**src/rtl/dbg_evt_pkg.sv**
```systemverilog
package dbg_evt_pkg;
  localparam int unsigned STAT_W = 32;
  localparam int unsigned CAUSE_W = 2;
  localparam int unsigned CAUSE_LO = 28;
  localparam logic [STAT_W-1:0] IMPL_MASK = 32'hFFFF_8676;
  localparam logic [STAT_W-1:0] RESET_VAL = 32'h1000_0000;
  localparam logic [STAT_W-1:0] CAUSE_MASK = 32'h3000_0000;
  localparam logic [STAT_W-1:0] IRQ_EXCL = 32'h3000_0010;
endpackage

```
**src/rtl/dbg_evt_own.sv**
```systemverilog
module dbg_evt_own
  import dbg_evt_pkg::*;
(
  input  logic              ext_mode,
  input  logic              share_idm,
  input  logic [STAT_W-1:0] own_sw,
  output logic [STAT_W-1:0] sw_own,
  output logic [STAT_W-1:0] rd_mask
);
  logic sharing;
  assign sharing = ext_mode & share_idm;

  always_comb begin
    if (!ext_mode)    sw_own = '1;
    else if (sharing) sw_own = own_sw;
    else              sw_own = '0;
    rd_mask = sharing ? own_sw : '1;
  end
endmodule

```
**src/rtl/dbg_evt_cells.sv**
```systemverilog
module dbg_evt_cells
  import dbg_evt_pkg::*;
#(
  parameter logic [STAT_W-1:0] IMPL = IMPL_MASK,
  parameter logic [STAT_W-1:0] RST  = RESET_VAL
) (
  input  logic               clk,
  input  logic               por_n,
  input  logic               cpu_rst,
  input  logic [CAUSE_W-1:0] rst_cause,
  input  logic               set_en,
  input  logic [STAT_W-1:0]  evt_set,
  input  logic [STAT_W-1:0]  sw_own,
  input  logic               sw_clr_vld,
  input  logic [STAT_W-1:0]  sw_clr_mask,
  input  logic               dbg_wr_vld,
  input  logic [STAT_W-1:0]  dbg_wdata,
  output logic [STAT_W-1:0]  stat_q
);
  localparam int unsigned CAUSE_HI = CAUSE_LO + CAUSE_W - 1;

  for (genvar i = 0; i < STAT_W; i++) begin : g_bit
    if (!IMPL[i]) begin : g_rsvd
      assign stat_q[i] = 1'b0;
    end else if (i >= CAUSE_LO && i <= CAUSE_HI) begin : g_cause
      logic q;
      always_ff @(posedge clk or negedge por_n) begin
        if (!por_n)          q <= RST[i];
        else if (cpu_rst)    q <= rst_cause[i-CAUSE_LO];
        else if (dbg_wr_vld) q <= dbg_wdata[i];
        else if (sw_clr_vld && sw_clr_mask[i] && sw_own[i]) q <= 1'b0;
      end
      assign stat_q[i] = q;
    end else begin : g_stat
      logic q;
      logic kept;
      always_comb begin
        if (dbg_wr_vld)      kept = dbg_wdata[i];
        else if (sw_clr_vld) kept = q & ~(sw_clr_mask[i] & sw_own[i]);
        else                 kept = q;
      end
      always_ff @(posedge clk or negedge por_n) begin
        if (!por_n)       q <= RST[i];
        else if (cpu_rst) q <= q & ~sw_own[i];
        else              q <= kept | (set_en & evt_set[i]);
      end
      assign stat_q[i] = q;
    end
  end
endmodule

```
**src/rtl/dbg_evt_irq.sv**
```systemverilog
module dbg_evt_irq
  import dbg_evt_pkg::*;
#(
  parameter logic [STAT_W-1:0] EXCL = IRQ_EXCL
) (
  input  logic [STAT_W-1:0] stat_q,
  input  logic [STAT_W-1:0] sw_own,
  input  logic              irq_en,
  input  logic              int_mode,
  output logic              dbg_irq
);
  assign dbg_irq = irq_en & int_mode & (|(stat_q & sw_own & ~EXCL));
endmodule

```
**src/rtl/dbg_evt_status.sv**
```systemverilog
module dbg_evt_status
  import dbg_evt_pkg::*;
#(
  parameter logic [STAT_W-1:0] IMPL = IMPL_MASK,
  parameter logic [STAT_W-1:0] RST  = RESET_VAL,
  parameter logic [STAT_W-1:0] EXCL = IRQ_EXCL
) (
  input  logic               clk,
  input  logic               por_n,
  input  logic               cpu_rst,
  input  logic [CAUSE_W-1:0] rst_cause,
  input  logic               int_mode,
  input  logic               ext_mode,
  input  logic               share_idm,
  input  logic [STAT_W-1:0]  own_sw,
  input  logic               irq_en,
  input  logic [STAT_W-1:0]  evt_set,
  input  logic               sw_clr_vld,
  input  logic [STAT_W-1:0]  sw_clr_mask,
  output logic [STAT_W-1:0]  sw_rdata,
  input  logic               dbg_wr_vld,
  input  logic [STAT_W-1:0]  dbg_wdata,
  output logic [STAT_W-1:0]  dbg_rdata,
  output logic               dbg_irq
);
  logic [STAT_W-1:0] sw_own;
  logic [STAT_W-1:0] rd_mask;
  logic [STAT_W-1:0] stat_q;

  dbg_evt_own u_own (
    .ext_mode (ext_mode),
    .share_idm(share_idm),
    .own_sw   (own_sw),
    .sw_own   (sw_own),
    .rd_mask  (rd_mask)
  );

  dbg_evt_cells #(.IMPL(IMPL), .RST(RST)) u_cells (
    .clk        (clk),
    .por_n      (por_n),
    .cpu_rst    (cpu_rst),
    .rst_cause  (rst_cause),
    .set_en     (int_mode | ext_mode),
    .evt_set    (evt_set),
    .sw_own     (sw_own),
    .sw_clr_vld (sw_clr_vld),
    .sw_clr_mask(sw_clr_mask),
    .dbg_wr_vld (dbg_wr_vld),
    .dbg_wdata  (dbg_wdata),
    .stat_q     (stat_q)
  );

  dbg_evt_irq #(.EXCL(EXCL)) u_irq (
    .stat_q  (stat_q),
    .sw_own  (sw_own),
    .irq_en  (irq_en),
    .int_mode(int_mode),
    .dbg_irq (dbg_irq)
  );

  assign dbg_rdata = stat_q;
  assign sw_rdata  = stat_q & rd_mask;
endmodule

```
**config.mk**
```make
export PLATFORM = sky130hd
export DESIGN_NAME = dbg_evt_status
export DESIGN_NICKNAME = d
export VERILOG_FILES = /design/src/rtl/dbg_evt_pkg.sv /design/src/rtl/dbg_evt_own.sv /design/src/rtl/dbg_evt_cells.sv /design/src/rtl/dbg_evt_irq.sv /design/src/rtl/dbg_evt_status.sv
export SDC_FILE = /design/constraint.sdc
export NUM_CORES = 1
export LEC_CHECK = 0
export ABC_AREA = 1
export BUFFER_PORTS_ARGS = -buffer_cell sky130_fd_sc_hd__buf_2
export CORE_MARGIN = 8
export CORE_UTILIZATION = 35
export DETAILED_ROUTE_END_ITERATION = 8
export GPL_TIMING_DRIVEN = 0
export PLACE_DENSITY = 0.79
export SETUP_SLACK_MARGIN = 0.3
export SLEW_MARGIN = 30
export SYNTH_ARGS = -nofsm -noshare
export SYNTH_HDL_FRONTEND = slang
export SYNTH_SLANG_ARGS = --single-unit
```
**constraint.sdc**
```tcl
create_clock -name clk -period 1.3 [get_ports clk]
set_clock_uncertainty 0.05 [all_clocks]
set_input_delay 0.26 -clock clk [delete_from_list [all_inputs] [get_ports clk]]
set_output_delay 0.26 -clock clk [all_outputs]
set_load 0.01 [all_outputs]
```
==> results.txt <==
----------------------------------------------------
[Drt]
  Vias after detailed routing ... 3,048
  Post-detailed-route wirelength per cell ... 16.7 µm
  Sum of routed wire length over all layers ... 10,300 µm
  Vias per Instance ... 4.96
  Violation count after the first detailed-routing iteration ... 119
  DRT antenna net count ... 0
  Detailed-router iteration count before antenna repair ... 6
  Remaining routing DRC violations ... 0

[Pwr]
  Internal Dissipation ... 0.00223 W
  Proportion of total power due to net switching ... 34.2%
  Power Density ... 843 nW/µm²
  Combinational share of power ... between 50% and 60%
  Share of power burned in the clock network ... approximately a fifth
  Sw Pwr ... 0.00116 W
  Worst vdd rail ir drop ... 0.538 mV
  Static power due to leakage ... 2.22 nW
  Share of total power in sequential cells ... between 20 and 30%
  Post-layout total power ... about 0.0034 W

[Die]
  Area of the die ... roughly 9400 µm²
  Total I/O pin count ... 204
  Die X ... 96.9 µm
  Starting density of the core ... a little over a third
  Placeable core area ... around 6300 µm²
  Placement Rows ... 29
  Overall die height ... 96.9 µm

[Yosys]
  Sequential element share of the synthesized area ... 26.3%
  Yosys reg bits ... 24
  Number of cells produced by synthesis ... 343
  Mean area per synthesized cell ... 6.67 µm²
  Netlist Area Pre-Place ... 2290 µm²
  Asr flop ratio synth ... 100%
  Most common flop cell mapped by yosys ... sky130_fd_sc_hd__dfrtp_1
  Number of synthesized flops with an enable pin ... 0
  Count of synthesis-stage warnings from yosys ... 0
  Synth cell types ... 21

[Finish]
  Final standard cell utilization of the core ... 63.3%
  Final-stage net count ... 678
  Area Growth Syn to Fin ... 75.7%
  Post-route cell area ... 4020 µm²
  Sequential Area ... 602 µm²
  Antenna diodes ... 0
  Share of layout cells above drive strength 1 ... 51.3%
  Area used by multi-input combinational logic ... 1370 µm²
  Total of fill cells in the finished design ... around 590

[Place]
  Dpl hpwl ... 7470 µm
  Number of I/O port buffers ... 150
  Global placer's final weighted congestion ... a little over 0.8
  Post-Place Cell Area ... 3260 µm²

[Clock network]
  Clock insertion delay at the later pin of the skew report ... 0.27 ns
  Number of levels the H-tree was split into ... 1
  CTS tree ... done
  Cell chosen for the clock root ... sky130_fd_sc_hd__clkbuf_8
  Clock sink total ... 24
  Maximum number of buffers from clock root to sink ... 2
  TritonCTS buffer count ... 3
  Clock-pin slew on the worst setup and hold paths ... ~0.11 ns

[Timing]
  Highest clock frequency the design can meet ... between 500 and 600 MHz
  Setup repair after global routing missed its margin ... yes
  Final worst path period share ... 132%
  Min Tclk post-route ... about 1.7 ns
  Tightest Pin Transition ... between 0.6 and 0.7 ns
  Final worst setup slack ... -0.415 ns
  Tightest hold margin ... -0.0724 ns
  Final setup vio count ... 36
  Final hold violations ... 23
  Slew HR ... 58.3%
  Max-slew violation total from the final report ... 0

[Outcome]
  Status ... finished with violations
  Violated checks ... hold timing, setup timing

[Global routing]
  Grt ovf ... 0
  Number of global-route vias before repair ... 3,076
  Largest net degree at the start of global routing ... 25
  Number of antenna violations at the first check in global routing ... 1
  Global-route wire length before repair ... between 15,000 and 20,000 µm
  GRT Resource Usage Total ... 20.3%

[Min path]
  Hold Crit Class ... input port to async pin

[Worst setup path]
  Data required time at the worst endpoint ... ~0.99 ns
  Worst setup SP type ... flop
  Kind of end point of the critical path ... output pin
  Maximum net fanout on the critical path ... 2
  Setup CP Type ... flop to output pin
  Data arrival time of the critical path ... 1.41 ns

[Job]
  # Max-Cap Violations ... 0

----------------------------------------------------
==> worst max-delay path: stages, from the launching register on <==
cell and delay (ns):
sky130_fd_sc_hd__dfrtp_1 0.42, sky130_fd_sc_hd__nand2_1 0.08, sky130_fd_sc_hd__nand2_1 0.07, sky130_fd_sc_hd__nor2_2 0.17
sky130_fd_sc_hd__nand3_2 0.10, sky130_fd_sc_hd__nor2_2 0.10, sky130_fd_sc_hd__nor2_1 0.05, sky130_fd_sc_hd__buf_2 0.13
==> routing by layer <==
metal  part of all wire [%]  global-route usage, %  routed length [µm]
met1                     39                   23.0                3960
met2                     50                   36.0                5180
met3                    9.5                   6.26                 970
met4                    1.3                   4.73                 133
met5                  0.078                      0                   8
==> state kept, by name, indices dropped and copies added, names as in the netlist <==
signal / flops
u_cells.g_bit.g_cause.q: 2
u_cells.g_bit.g_stat.q: 22
==> path summary, 6_finish.rpt <==
check                                                   end                   startpoint  slack [ns]  depth (start not counted)
worst max-delay path                                dbg_irq   u_cells.g_bit[19].g_stat.q       -0.42                          7
worst min-delay path             u_cells.g_bit[17].g_stat.q                        por_n       -0.07                          1
worst max register to register   u_cells.g_bit[18].g_stat.q   u_cells.g_bit[18].g_stat.q        0.36                          4
worst min register to register  u_cells.g_bit[28].g_cause.q  u_cells.g_bit[28].g_cause.q        0.50                          2
max in group asynchronous         u_cells.g_bit[4].g_stat.q                        por_n        0.86                          1
min in group clk                 u_cells.g_bit[26].g_stat.q                dbg_wdata[26]        0.11                          3
==> cells by family after synthesis <==
group	Yosys count	synth area share, %
and+or+nand+nor	185	32.2
buffers and inverters	71	21.4
AOI/OAI and AO/OA	62	20.0
DFF	24	26.3
other	1	0.164
==> timing repair <==
item / in CTS / in global routing
gates resized for setup: 76 / 27
hold endpoints to repair: 23 / 23
pin swaps: 4 / 6
setup endpoints to repair: 51 / 66
setup buffers: 14 / 9
cloned: 3 / 0
==> placed cells by master, fill, tap and decap left out <==
cell,netlist,final
sky130_fd_sc_hd__nor2_4,1,1
sky130_fd_sc_hd__nand3_2,0,3
sky130_fd_sc_hd__or2_4,1,2
sky130_fd_sc_hd__o211ai_1,4,4
sky130_fd_sc_hd__bufbuf_16,0,1
sky130_fd_sc_hd__a32oi_2,0,5
sky130_fd_sc_hd__a21oi_2,2,5
sky130_fd_sc_hd__nand2_1,136,135
sky130_fd_sc_hd__bufinv_16,0,1
sky130_fd_sc_hd__a21oi_1,10,7
sky130_fd_sc_hd__inv_1,9,8
sky130_fd_sc_hd__o21a_1,18,18
sky130_fd_sc_hd__nor2_2,0,15
sky130_fd_sc_hd__dfstp_2,1,1
sky130_fd_sc_hd__a32oi_1,21,16
sky130_fd_sc_hd__inv_4,0,1
sky130_fd_sc_hd__o21ai_0,5,5
sky130_fd_sc_hd__buf_2,10,130
sky130_fd_sc_hd__buf_8,0,3
sky130_fd_sc_hd__inv_2,2,2
sky130_fd_sc_hd__nand2_8,0,1
sky130_fd_sc_hd__conb_1,1,16
sky130_fd_sc_hd__buf_16,0,2
sky130_fd_sc_hd__clkbuf_8,0,3
sky130_fd_sc_hd__buf_6,6,70
sky130_fd_sc_hd__nor2_1,24,9
sky130_fd_sc_hd__nand3_1,22,19
sky130_fd_sc_hd__buf_4,44,27
sky130_fd_sc_hd__buf_12,0,3
sky130_fd_sc_hd__dfrtp_1,23,23
sky130_fd_sc_hd__a22oi_1,2,2
==> cells in the mapped netlist, types with 4 or more instances <==
cell type | number | area [µm²]
sky130_fd_sc_hd__o21a_1 | 18 | 135
sky130_fd_sc_hd__o21ai_0 | 5 | 25.0
sky130_fd_sc_hd__a21oi_1 | 10 | 50.1
sky130_fd_sc_hd__inv_1 | 9 | 33.8
sky130_fd_sc_hd__buf_6 | 6 | 67.6
sky130_fd_sc_hd__dfrtp_1 | 23 | 576
sky130_fd_sc_hd__nor2_1 | 24 | 90.1
sky130_fd_sc_hd__o211ai_1 | 4 | 30.0
sky130_fd_sc_hd__a32oi_1 | 21 | 184
sky130_fd_sc_hd__buf_2 | 10 | 50.1
sky130_fd_sc_hd__buf_4 | 44 | 330
sky130_fd_sc_hd__nand3_1 | 22 | 110
sky130_fd_sc_hd__nand2_1 | 136 | 510
==> layout make-up <==
cell class              count  share of cell area, %
flip-flops and latches     24                   15.0
multi-input cells         263                   34.2
clock buffers               3                   1.03
inverters                  11                   1.09
plain buffers              60                   14.5
well taps                  77                   2.40
clock inverters             1                  0.747
repair buffers            176                   31.1
==> power groups by stage <==
stage	registers [W]	clock network [W]	logic, W
6_report	0.000939	0.000708	0.00174
3_5_place_dp	0.000952	0	0.00127
3_3_place_gp	0.000945	0	0.00125
5_1_grt	0.000949	0.000747	0.00189
2_1_floorplan	0.000927	0	0.000776
4_1_cts	0.000934	0.000720	0.00159
==> per-stage QoR <==
step | setup WS (ns) | setup TNS, ns | instances | hold WS [ns]
floorplan | -0.0120 | -0.0716 | 358 | -0.0856
finish | -0.415 | -3.05 | 615 | -0.0724
global route | -0.469 | -4.27 | 615 | -0.0526
CTS | -0.400 | -3.05 | 606 | -0.0602
detailed placement | -0.432 | -8.03 | 585 | 0.256
global placement | -0.456 | -7.78 | 585 | 0.248
No activity file was read; power rests on OpenSTA's default activity.
